[src/rtl/busParityPkg.sv]
package busParityPkg;
  // Broadcast (special) command code as seen on cbeN[3:0] in an address phase
  localparam logic [3:0] BROADCAST_CMD = 4'b0001;

  // Compare strobes handed from control to datapath, aligned with received parity
  typedef struct packed {
    logic cmpEn;   // a phase was staged last cycle
    logic cmpHi;   // upper lanes take part
  } cmpStrobeT;
endpackage

[src/rtl/parityDatapath.sv]
module parityDatapath
  import busParityPkg::*;
#(
  parameter int LANE_W = 32,
  parameter int BE_W   = 4,
  parameter int LANES  = 2
) (
  input  logic                     clk,
  input  logic                     rstN,
  input  logic [LANES*LANE_W-1:0]  ad,
  input  logic [LANES*BE_W-1:0]    cbeN,
  input  logic [LANES-1:0]         parRx,
  input  cmpStrobeT                strobe,
  output logic [LANES-1:0]         parGen,
  output logic [LANES-1:0]         laneBad
);

  for (genvar g = 0; g < LANES; g++) begin : gLane
    logic laneParity;
    assign laneParity = ^{ad[g*LANE_W +: LANE_W], cbeN[g*BE_W +: BE_W]};

    always_ff @(posedge clk or negedge rstN) begin
      if (!rstN) parGen[g] <= 1'b0;
      else       parGen[g] <= laneParity;
    end

    logic laneEnabled;
    if (g == 0) begin : gLow
      assign laneEnabled = strobe.cmpEn;
    end else begin : gHigh
      assign laneEnabled = strobe.cmpEn && strobe.cmpHi;
    end

    assign laneBad[g] = laneEnabled && (parRx[g] != parGen[g]);

    // for lane 0, R2 for the upper lane: even count one clock later
    assert_lane_even_R1: assert property (@(posedge clk) disable iff (!rstN)
      $past(rstN) |-> ((^{$past(ad[g*LANE_W +: LANE_W]), $past(cbeN[g*BE_W +: BE_W]), parGen[g]}) == 1'b0))
      else $error("lane %0d generated parity not even", g);
  end

endmodule

[src/rtl/parityControl.sv]
module parityControl
  import busParityPkg::*;
#(
  parameter int LANES = 2
) (
  input  logic             clk,
  input  logic             rstN,
  input  logic             addrPhase,
  input  logic             dataPhase,
  input  logic             wide64,
  input  logic [3:0]       cmdCode,
  input  logic [LANES-1:0] laneBad,
  output cmpStrobeT        strobe,
  output logic             perrN,
  output logic             serrOe
);

  logic heldBroadcast;
  logic stAddr, stData, stHi, stBroadcast;
  logic anyBad;

  assign anyBad = |laneBad;

  always_ff @(posedge clk or negedge rstN) begin
    if (!rstN) begin
      heldBroadcast <= 1'b0;
      stAddr        <= 1'b0;
      stData        <= 1'b0;
      stHi          <= 1'b0;
      stBroadcast   <= 1'b0;
      perrN         <= 1'b1;
      serrOe        <= 1'b0;
    end else begin
      // address phase wins when both flags are high
      stAddr      <= addrPhase;
      stData      <= dataPhase && !addrPhase;
      stHi        <= wide64;
      stBroadcast <= heldBroadcast;
      if (addrPhase) heldBroadcast <= (cmdCode == BROADCAST_CMD);
      perrN  <= !(anyBad && stData && !stBroadcast);
      serrOe <= anyBad && (stAddr || (stData && stBroadcast));
    end
  end

  always_comb begin
    strobe.cmpEn = stAddr || stData;
    strobe.cmpHi = stHi;
  end

  // a data error strobe only follows a staged ordinary data phase
  assert_perr_source_R5: assert property (@(posedge clk) disable iff (!rstN)
    !perrN |-> $past(stData && !stBroadcast))
    else $error("perrN pulse without ordinary data phase");

  // system error only after an address phase or a broadcast data phase
  assert_serr_source_R6: assert property (@(posedge clk) disable iff (!rstN)
    serrOe |-> $past(stAddr || (stData && stBroadcast)))
    else $error("serrOe without address or broadcast phase");

  // a single report per detected error, never on both outputs
  assert_single_report_R8: assert property (@(posedge clk) disable iff (!rstN)
    !(!perrN && serrOe))
    else $error("both error outputs active");

endmodule

[src/rtl/busParityUnit.sv]
module busParityUnit
  import busParityPkg::*;
#(
  parameter int DATA_W = 64,
  parameter int CBE_W  = 8
) (
  input  logic              clk,
  input  logic              rstN,
  input  logic              addrPhase,
  input  logic              dataPhase,
  input  logic              wide64,
  input  logic [DATA_W-1:0] ad,
  input  logic [CBE_W-1:0]  cbeN,
  input  logic              parIn,
  input  logic              par64In,
  output logic              parOut,
  output logic              par64Out,
  output logic              perrN,
  output logic              serrOe
);

  localparam int LANES  = 2;
  localparam int LANE_W = DATA_W / LANES;
  localparam int BE_W   = CBE_W / LANES;

  cmpStrobeT        strobe;
  logic [LANES-1:0] parGen;
  logic [LANES-1:0] laneBad;

  parityDatapath #(.LANE_W(LANE_W), .BE_W(BE_W), .LANES(LANES)) uData (
    .clk    (clk),
    .rstN   (rstN),
    .ad     (ad),
    .cbeN   (cbeN),
    .parRx  ({par64In, parIn}),
    .strobe (strobe),
    .parGen (parGen),
    .laneBad(laneBad)
  );

  parityControl #(.LANES(LANES)) uCtrl (
    .clk      (clk),
    .rstN     (rstN),
    .addrPhase(addrPhase),
    .dataPhase(dataPhase),
    .wide64   (wide64),
    .cmdCode  (cbeN[3:0]),
    .laneBad  (laneBad),
    .strobe   (strobe),
    .perrN    (perrN),
    .serrOe   (serrOe)
  );

  assign parOut   = parGen[0];
  assign par64Out = parGen[1];

  // outputs are quiet on the clock after reset is seen low
  assert_reset_quiet_R10: assert property (@(posedge clk)
    !rstN |=> (perrN && !serrOe))
    else $error("error outputs active after reset");

endmodule

[config.mk]
export PLATFORM = sky130hd
export DESIGN_NAME = busParityUnit
export DESIGN_NICKNAME = d
export VERILOG_FILES = /design/src/rtl/busParityPkg.sv /design/src/rtl/parityDatapath.sv /design/src/rtl/parityControl.sv /design/src/rtl/busParityUnit.sv
export SDC_FILE = /design/constraint.sdc
export NUM_CORES = 1
export LEC_CHECK = 0
export BUFFER_PORTS_ARGS = -buffer_cell sky130_fd_sc_hd__buf_2
export CAP_MARGIN = 0
export CORE_ASPECT_RATIO = 0.9
export CORE_UTILIZATION = 39
export CTS_BUF_LIST = sky130_fd_sc_hd__clkbuf_4
export DETAILED_ROUTE_END_ITERATION = 7
export MAX_ROUTING_LAYER = met4
export PLACE_DENSITY = 0.95
export SLEW_MARGIN = 30
export SYNTH_ARGS = -nofsm -noshare
export SYNTH_HDL_FRONTEND = slang
export SYNTH_HIERARCHICAL = 1
export SYNTH_SLANG_ARGS = --single-unit
[constraint.sdc]
create_clock -name clk -period 1.45 [get_ports clk]
set_input_delay 0.2175 -clock clk [delete_from_list [all_inputs] [get_ports clk]]
set_output_delay 0.2175 -clock clk [all_outputs]
set_load 0.005 [all_outputs]
==> impl_results.md, run 1 <==
- Largest net degree at the start of global routing: 10
- Overall power: ~1.3 mW
- Routability cong.: around 0.74
- Yosys cell types: 16
- Final HPWL DP: around 1.7 mm
- Register area: around 230 µm²
- Crit share post-route: between 90% and 100%
- Total I/O pin count: 83
- Slew headroom: 79.8%
- Chip Width: 53.7 µm
- Critical path required time: roughly 1.6 ns
- Area of the multi-input gates: 706 µm²
- RSZ-0062 raised after global routing: no
- Final Util: 64.6%
- Routed Antenna Nets: 0
- # placed instances: slightly above 200
- Pwr per Cell Area: between 900 and 1000 nW/µm²
- GRT overflow: 0
- Leakage: 0.689 nW
- Core area: between 2000 and 2500 µm²
- Via Count: ~870
- Status: finished, final reports clean
- Final instance area: approximately 1400 µm²
- Clock Tree Root: clkbuf_4
- Critical path class: in2reg
- Final wirelength: around 1.9 mm
- Worst clock skew: approximately 0.0031 ns
- Synthesized net count: 170
- Final period demand of the worst path: 1.32 ns
- # DRC: 0
- Met3 usage: approximately 1.9%
- Deepest level of the CTS H-tree: 1
- Grt met2 use: 32.7%
- Worst VDD drop: 0.000623 V
- Cell Area, Synth: 940 µm²
- Fmax achieved: about 760 MHz
- CTS tree: built
- Antenna fix cells: 0
- Drt first pass iters: 3
- GRT busiest layer: met2
- Worst-margin pin slew: around 0.30 ns
- Max Buffers Root-to-Sink: 2
- Num CTS Buffers: 3
- Initial antenna violation count: 0
- Flops & latches, synth: 9
- CP Max Fanout: 2
- GRT Overall Usage: 16.6%
- Crit path DAT: approximately 1.5 ns
- CTS Sinks: 9
- Pins Over Slew Limit: 0
- I/O Buffers: 82
- Max Cap Violations: 0
- Area delta synth->final: 52.9%
- Crit path launch type: input port
- Register area share after synthesis: 24.1%
- Worst skew pair latency: around 0.26 ns
- Detailed Route Iter0 Violations: 3
- Die footprint: 2610 µm²
- Vias in the first global route: ~860
- DR vias/cell: ~4.2
- Post-route insts no fill: 207
- WL per Instance: between 9 and 10 µm
- Hold Path Class: in2reg
- CP Capture Type: register
- Worst-path clk slew: 0.06 ns
- Core Rows: 16
- Final hold violations: 0
- M1 GR Usage: ~17%
- Final setup fails: 0
- Synth Warn #: 6
- Post-Synthesis Cells: 91
- Share of layout cells above drive strength 1: 50.6%
- Nets: 260
- Starting Density: a little over two fifths
- CTS resizes: 0
- Fillers: roughly 190
- Placement Cell Area: 1400 µm²
- First-pass GRT wire length: 3.22 mm
- Die H: 48.6 µm
- Syn avg cell area: a little over 10 µm²
==> cells in the mapped netlist <==
library cell  count  area share, %
xnor2_1          58             54
xor2_1           10            9.3
dfrtp_1           8             21
nor2_1            2           0.80
xnor3_1           2            4.8
a21oi_1           1           0.53
and2_1            1           0.67
and3_1            1           0.67
buf_4             1           0.80
dfstp_2           1            2.8
nand2_1           1           0.40
nand2b_1          1           0.67
nor2b_1           1           0.67
o41ai_1           1           0.93
or2_2             1           0.67
or3b_1            1           0.93
==> cells in the final DEF (no fill, tap or decap) <==
master	n
or3b_1	1
nor2_1	2
dlygate4sd3_1	1
dfrtp_1	8
clkbuf_4	3
a21oi_1	1
xor2_1	10
xnor3_1	2
buf_4	3
or2_2	1
buf_2	82
nand2b_1	1
dfstp_2	1
and3_1	1
nand2_1	1
xnor2_1	58
o41ai_1	1
and2_1	1
clkinv_2	1
nor2b_1	1
==> registers in the layout (all words and copies together), names as in the netlist <==
register             flops
uCtrl/stBroadcast        1
uCtrl/perrN              1
uCtrl/serrOe             1
uCtrl/stAddr             1
uData/parGen             2
uCtrl/heldBroadcast      1
uCtrl/stData             1
uCtrl/stHi               1
==> critical path: stages <==
cell	delay, ns
buf_2	0.11
xnor2_1	0.22
xnor2_1	0.17
xnor2_1	0.16
xnor3_1	0.44
xnor2_1	0.18
==> area by class of cell <==
| class | instances | share of cell area, % |
|---|---|---|
| multi-input combinational | 81 | 49.1 |
| timing repair buffer | 86 | 30.8 |
| sequential | 9 | 15.8 |
| tap | 27 | 2.35 |
| clock buffer | 3 | 1.57 |
| clock inverter | 1 | 0.348 |
==> timing repair <==
action,in CTS,in global routing
buffers inserted,0,0
hold endpoints to repair,8,0
setup endpoints to repair,0,0
hold buffers,1,0
==> worst paths after layout <==
check / from / endpoint / slack, ns / cells past startpoint
min: wide64 / uCtrl/stHi$_DFF_PN0_ / 0.07 / 1
max reg2reg: uCtrl/stData$_DFF_PN0_ / uCtrl/perrN$_DFF_PN1_ / 0.27 / 4
min reg2reg: uCtrl/heldBroadcast$_DFFE_PN0P_ / uCtrl/stBroadcast$_DFF_PN0_ / 0.38 / 0
min in group asynchronous: rstN / uCtrl/heldBroadcast$_DFFE_PN0P_ / 0.35 / 2
max: cbeN[0] / uData/parGen[0]$_DFF_PN0_ / 0.13 / 6
max in group asynchronous: rstN / uCtrl/perrN$_DFF_PN1_ / 0.86 / 2
==> per-stage QoR <==
stage / hold WS, ns / setup TNS [ns] / worst slack (ns)
after floorplan: -0.0781 / 0 / 0.124
after global placement: 0.0698 / -0.123 / -0.109
after detailed placement: 0.0753 / -0.196 / -0.145
after CTS: 0.0570 / 0 / 0.123
after global routing: 0.0515 / 0 / 0.0196
final: 0.0653 / 0 / 0.128
==> layer usage <==
metal	part of all wire (%)	vias up
li1	-	458
met1	36	372
met2	58	37
met3	5.6	0
met4	0	0
met5	0	-
==> logic make-up after synthesis <==
logic type / count (synthesis) / synth area share [%]
flops: 9 / 24.1
buf+inv: 1 / 0.799
simple gates: 9 / 5.46
xor+xnor: 70 / 68.2
compound gates: 2 / 1.46
==> report_power, final <==
group	leakage, nW	internal (mW)	switching [mW]
logic	0.561	0.503	0.296
registers	0.111	0.308	0.0234
clock network	0.0177	0.101	0.0828
(Power assumes the default switching activity.)
==> run 2, diff against run 1 <==
- BUFFER_PORTS_ARGS: -buffer_cell sky130_fd_sc_hd__buf_2 -> -buffer_cell sky130_fd_sc_hd__buf_4
- CTS_CLUSTER_SIZE: default -> 28
- PLACE_DENSITY: 0.95 -> 0.81
==> run 2 against run 1 <==
Total power increased by 6.7%. Critical path depth unchanged. Critical endpoint unchanged. Critical path type unchanged. Cell count decreased by 0.97%. Largest power group unchanged. Utilization increased by 8.7 points. Highest routed layer is now met4. Global-route usage increased by 0.19 points.
==> impl_results.md, run 2 (synthesis results as in run 1) <==
- Final hold violations: 0 (unchanged)
- Critical path class: in2reg
- Routed Antenna Nets: 0 (unchanged)
- GRT Overall Usage: 16.8% (+0.19 points)
- Worst clock skew: 0.00330 ns (+0.000199 ns)
- Max Cap Violations: 0 (unchanged)
- Most frequent cells in the layout: buf_4 (83), xnor2_1 (58), xor2_1 (10), dfrtp_1 (8), clkbuf_4 (4)
- RSZ-0062 raised after global routing: no
- Worst setup startpoint: cbeN[0]
- Hold Path Class: in2reg
- Leakage: 0.752 nW (+9.1%)
- Antenna fix cells: 0 (unchanged)
- Worst Min Path Start: wide64
- Total I/O pin count: 83 (unchanged)
- CTS Sinks: 9 (unchanged)
- Clock Tree Root: clkbuf_4
- Pwr per Cell Area: 861 nW/µm² (-5.9%)
- Vias in the first global route: 852 (-1.2%)
- Via Count: 882 (+1.7%)
- Fmax achieved: 794 MHz (+4.9%)
- Met3 usage: 4.40% (+2.5 points)
- Critical path required time: 1.59 ns (-0.04 ns)
- First-pass GRT wire length: 3.12 mm (-3.0%)
- Reg with most FFs: uData/parGen
- I/O Buffers: 82 (unchanged)
- GRT busiest layer: met2
- Fin worst setup slack: 0.190 ns (+0.0620 ns)
- Num CTS Buffers: 3 (unchanged)
- Nets: 258 (-0.77%)
- Deepest level of the CTS H-tree: 1 (unchanged)
- M1 GR Usage: 15.7% (-0.97 points)
- Max Buffers Root-to-Sink: 2 (unchanged)
- WL per Instance: 9.61 µm (+5.7%)
- CP Max Fanout: 2 (unchanged)
- Share of layout cells above drive strength 1: 50.0% (-0.56 points)
- Largest net degree at the start of global routing: 10 (unchanged)
- Status: finished, final reports clean
- Chip Width: 53.7 µm (unchanged)
- Crit share post-route: 86.9% (-4.3 points)
- Die H: 48.6 µm (unchanged)
- Worst-path clk slew: 0.05 ns (about the same)
- Crit path DAT: 1.40 ns (-0.10 ns)
- Worst skew pair latency: 0.26 ns (about the same)
- Area delta synth->final: 73.4%
- CP Capture Type: register
- CTS resizes: 0 (unchanged)
- Max FFs per register: 2 (unchanged)
- DR vias/cell: 4.30 (+2.7%)
- Commonest non-fill, non-tap cell in the layout: buf_4
- R2r startpoint: uCtrl/stData$_DFF_PN0_
- Final period demand of the worst path: 1.26 ns (-0.0620 ns)
- Starting Density: 42.3% (unchanged)
- Initial antenna violation count: 0 (unchanged)
- Final setup fails: 0 (unchanged)
- Pins Over Slew Limit: 0 (unchanged)
- Worst VDD drop: 0.000793 V (+27%)
- Final HPWL DP: 1.84 mm (+6.4%)
- Core Rows: 16 (unchanged)
- Routability cong.: 0.717 (-3.7%)
- Drt first pass iters: 3 (unchanged)
- Slew headroom: 82.4% (+2.6 points)
- Worst-margin pin slew: 0.261 ns (-0.0383 ns)
- CTS tree: built
- Setup bufs post-CTS: 0 (unchanged)
- Final worst hold slack: 0.0678 ns (+0.00248 ns)
- GRT overflow: 0 (unchanged)
- Final wirelength: 1.97 mm (+4.7%)
- Worst slack, placed: -0.0643 ns (+0.0809 ns)
- Crit path launch type: input port
- Detailed Route Iter0 Violations: 2 (-1)
- Die footprint: 2610 µm² (unchanged)
- # DRC: 0 (unchanged)
- Grt met2 use: 29.8% (-2.9 points)
- Core area: 2220 µm² (unchanged)
## run 2: worst max-delay path: stages
cell and delay, ns:
buf_4 0.12, xnor2_1 0.20, xnor2_1 0.17, xnor2_1 0.14, xnor3_1 0.42, xnor2_1 0.14
## run 2: timing repair
item,4_1_cts,5_1_grt
endpoints found under the hold margin,9,0
setup endpoints to repair,0,0
hold buffers,1,0
## run 2: metrics by stage
stage	total power, mW	util [%]	TNS, ns	cell area (µm²)	std cells
after floorplan	0.914	-	0	940	91
after global placement	1.19	71.5	-0.0842	1590	200
after detailed placement	1.21	71.5	-0.105	1590	200
after CTS	1.42	73.3	0	1630	205
after global routing	1.50	73.3	0	1630	205
final	1.40	73.3	0	1630	205
## run 2: report_power, final
| group | internal (mW) | switching (mW) |
|---|---|---|
| logic | 0.578 | 0.285 |
| clock network | 0.124 | 0.0805 |
| registers | 0.309 | 0.0272 |
| total | 1.01 | 0.393 |
## run 2: worst paths after layout
path | endpoint | slack (ns) | cells after the start
worst max-delay path | uData/parGen[0]$_DFF_PN0_ | 0.19 | 6
worst min-delay path | uCtrl/stHi$_DFF_PN0_ | 0.07 | 1
worst max register to register | uCtrl/perrN$_DFF_PN1_ | 0.27 | 4
worst min register to register | uCtrl/stBroadcast$_DFF_PN0_ | 0.39 | 0
max in group asynchronous | uCtrl/perrN$_DFF_PN1_ | 0.91 | 2
min in group asynchronous | uCtrl/stData$_DFF_PN0_ | 0.33 | 2
## run 2: per-layer routing
layer | up-vias | part of all wire [%]
met5 | - | 0
met4 | 0 | 0.96
met3 | 2 | 6.2
met2 | 41 | 57
met1 | 385 | 36
li1 | 454 | -
## run 2: area by class of cell
class                   instances  area [µm²]
multi-input cells              81         706
flip-flops and latches          9         226
repair buffers                 84         633
fillers                       171         593
well taps                      27        33.8
clock buffers                   4        30.0
==> run 3, diff against run 2 <==
- ABC_AREA: default -> 1
- CORE_UTILIZATION: 39 -> 50
==> run 3 against run 2 <==
Wire length grew 120%. Worst hold slack lost 0.0056 ns. Sequential cell count is the same. Total power grew 1.5%. Die area grew 62%. Global-route usage grew 5.5 points. Utilization shrank 1.8 points. Clock skew shrank 0.00093 ns. Register-to-register slack gained 0.19 ns. Synthesized area grew 110%. Setup slack gained 0.17 ns. Largest power group unchanged.
==> impl_results.md, run 3 <==
- Via Count: 2,466 (+180%)
- Critical path required time: 1.23 ns (-0.36 ns)
- Worst VDD drop: 0.000206 V (-74%)
- CP Max Fanout: 1 (-1)
- # hold bufs at CTS: 1 (unchanged)
- Worst-margin pin slew: 0.216 ns (-0.0446 ns)
- CP Capture Type: output port
- Reg with most FFs: uData/parGen
- Pins Over Slew Limit: 0 (unchanged)
- Fmax achieved: 914 MHz (+15%)
- GRT Overall Usage: 22.3% (+5.5 points)
- WL per Instance: 7.94 µm (-17%)
- Max Buffers Root-to-Sink: 2 (unchanged)
- GRT overflow: 0 (unchanged)
- Area delta synth->final: 35.6%
- Worst slack, placed: 0.154 ns (+0.218 ns)
- Final HPWL DP: 3.94 mm (+110%)
- Number of enable flip-flop cells after synthesis: 0 (unchanged)
- Crit share post-route: 75.4% (-11 points)
- Core Rows: 21 (+5)
- Largest net degree at the start of global routing: 10 (unchanged)
- Count leader, synth: nand2_1
- CP delay by family, top: flip-flops
- Initial antenna violation count: 0 (unchanged)
- CTS resizes: 0 (unchanged)
- Synth Warn #: 6 (unchanged)
- RSZ-0062 raised after global routing: no
- Routability cong.: 0.708 (-1.2%)
- CTS tree: built
- Pwr per Cell Area: 530 nW/µm² (-38%)
- CP max-delay cell: dfstp_2
- Top FF cell, synth: dfrtp_1
- Slew headroom: 85.6% (+3.2 points)
- Ys async rst share: 100% (unchanged)
- # DRC: 0 (unchanged)
- Most frequent cells in the layout: nand2_1 (272), buf_4 (82), inv_1 (49), nand2_2 (19)
- Hold Path Class: in2reg
- Register area share after synthesis: 11.4% (-13 points)
- First-pass GRT wire length: 7.26 mm (+130%)
- Share of layout cells above drive strength 1: 24.5% (-26 points)
- Detailed Route Iter0 Violations: 81 (+79)
- Final hold violations: 0 (unchanged)
- Vias in the first global route: 1,986 (+130%)
- Status: finished, final reports clean
- Crit path launch type: register
- Area leader, netlist: nand2_1
- Max FFs per register: 2 (unchanged)
- Drt first pass iters: 6 (+3)
- Critical path class: reg2out
- Routed Antenna Nets: 0 (unchanged)
- CTS Sinks: 9 (unchanged)
- Top cells by area, synth: nand2_1 (52%), dfrtp_1 (10%), inv_1 (9.3%)
- Setup bufs post-CTS: 0 (unchanged)
- Final setup fails: 0 (unchanged)
- Fillers: 347 (+100%)
- Final setup TNS: 0 ns (unchanged)
- Crit path DAT: 0.88 ns (-0.52 ns)
- Die H: 61.7 µm (+27%)
- Flops & latches, synth: 9 (unchanged)
- Overall power: 1.42 mW (+1.5%)
- Num CTS Buffers: 3 (unchanged)
- Antenna fix cells: 0 (unchanged)
- Total I/O pin count: 83 (unchanged)
- Worst-path clk slew: 0.06 ns (about the same)
- Yosys cell types: 16 (unchanged)
- Clock Tree Root: clkbuf_4
- Die footprint: 4220 µm² (+62%)
- Chip Width: 68.3 µm (+27%)
- Buffers & Inverters on Critical Path: 1 (unchanged)
- Nets: 587 (+130%)
- DR vias/cell: 4.46 (+3.6%)
- Worst clock skew: 0.00237 ns (-0.000931 ns)
- Deepest level of the CTS H-tree: 1 (unchanged)
- Post-synth top cells: nand2_1 (272), inv_1 (49), nand2_2 (19), inv_2 (15), nand3_1 (15)
- Starting Density: 52.7% (+10 points)
- Leakage: 1.82 nW (+140%)
- Core area: 3760 µm² (+69%)
- Post-Synthesis Cells: 421 (+360%)
- CP max stage delay: 0.52 ns (+0.10 ns)
- Max Cap Violations: 0 (unchanged)
- Final Util: 71.5% (-1.8 points)
- Final wirelength: 4.39 mm (+120%)
- Cell Area, Synth: 1980 µm² (+110%)
- Critical Path, Cell by Cell: buf_4
- Worst skew pair latency: 0.26 ns (about the same)
- Final worst hold slack: 0.0622 ns (-0.00564 ns)
- Final period demand of the worst path: 1.09 ns (-0.166 ns)
- Synthesized net count: 500 (+190%)
- I/O Buffers: 82 (unchanged)
- Yosys top cell area share: 51.5% (-2.5 points)
- Fin worst setup slack: 0.356 ns (+0.166 ns)
- Syn avg cell area: 4.70 µm² (-54%)
- Commonest non-fill, non-tap cell in the layout: nand2_1
-- run 3: cell types whose count changed in the layout (fill, tap and decap cells not counted), moves of 2 or more --
cell | previous run | this run
xnor2_1 | 58 | 13
nand3_1 | 0 | 15
nand2_1 | 1 | 272
nor2_1 | 2 | 9
nand3b_1 | 0 | 2
nand2_2 | 0 | 19
xnor3_1 | 2 | 0
nor2_2 | 0 | 3
inv_1 | 0 | 49
inv_2 | 0 | 15
-- run 3: per-stage QoR --
step                      instances  cell area (µm²)
after floorplan                 421             1980
after global placement          548             2650
after detailed placement        548             2650
after CTS                       553             2690
after global routing            553             2690
final                           553             2690
-- run 3: routing by layer --
metal  routed length, µm  vias up  track usage (%)
met5                   0        -                -
met4                  16        0             4.46
met3                 180        2             2.01
met2                2120       53             39.8
met1                2070     1015             27.3
li1                    -     1396                -
-- run 3: kinds of logic (layout without fill, tap and decap cells) --
| logic type | count (synthesis) | after routing | synth area share, % |
|---|---|---|---|
| AO/OA/AOI/OAI | 4 | 4 | 1.14 |
| AND/OR/NAND/NOR | 320 | 320 | 64.7 |
| buffers and inverters | 65 | 151 | 12.5 |
| flip-flops | 9 | 9 | 11.4 |
| XOR/XNOR | 23 | 23 | 10.2 |
-- run 3: power breakdown --
part | total [mW] | leakage (nW) | switching (mW) | internal [mW]
clock network | 0.208 | 0.0184 | 0.0837 | 0.124
registers | 0.312 | 0.110 | 0.0214 | 0.290
logic | 0.904 | 1.69 | 0.483 | 0.421
total | 1.42 | 1.82 | 0.588 | 0.836
-- run 3: final cells by class --
class                      instances  area (µm²)  share of cell area, %
sequential                         9         226                   8.43
multi-input combinational        347        1510                   56.1
clock buffer                       4        30.0                   1.12
timing repair buffer              83         626                   23.3
tap                               46        57.6                   2.14
inverter                          64         240                   8.94
-- run 3: final timing paths --
check	start	endpoint	slack, ns	cells after the start
max	uCtrl/perrN$_DFF_PN1_	perrN	0.36	1
min	wide64	uCtrl/stHi$_DFF_PN0_	0.06	1
max reg2reg	uCtrl/stData$_DFF_PN0_	uCtrl/serrOe$_DFF_PN0_	0.46	6
min reg2reg	uCtrl/heldBroadcast$_DFFE_PN0P_	uCtrl/stBroadcast$_DFF_PN0_	0.38	0
max in group asynchronous	rstN	uCtrl/perrN$_DFF_PN1_	0.93	2
min in group asynchronous	rstN	uData/parGen[0]$_DFF_PN0_	0.31	2
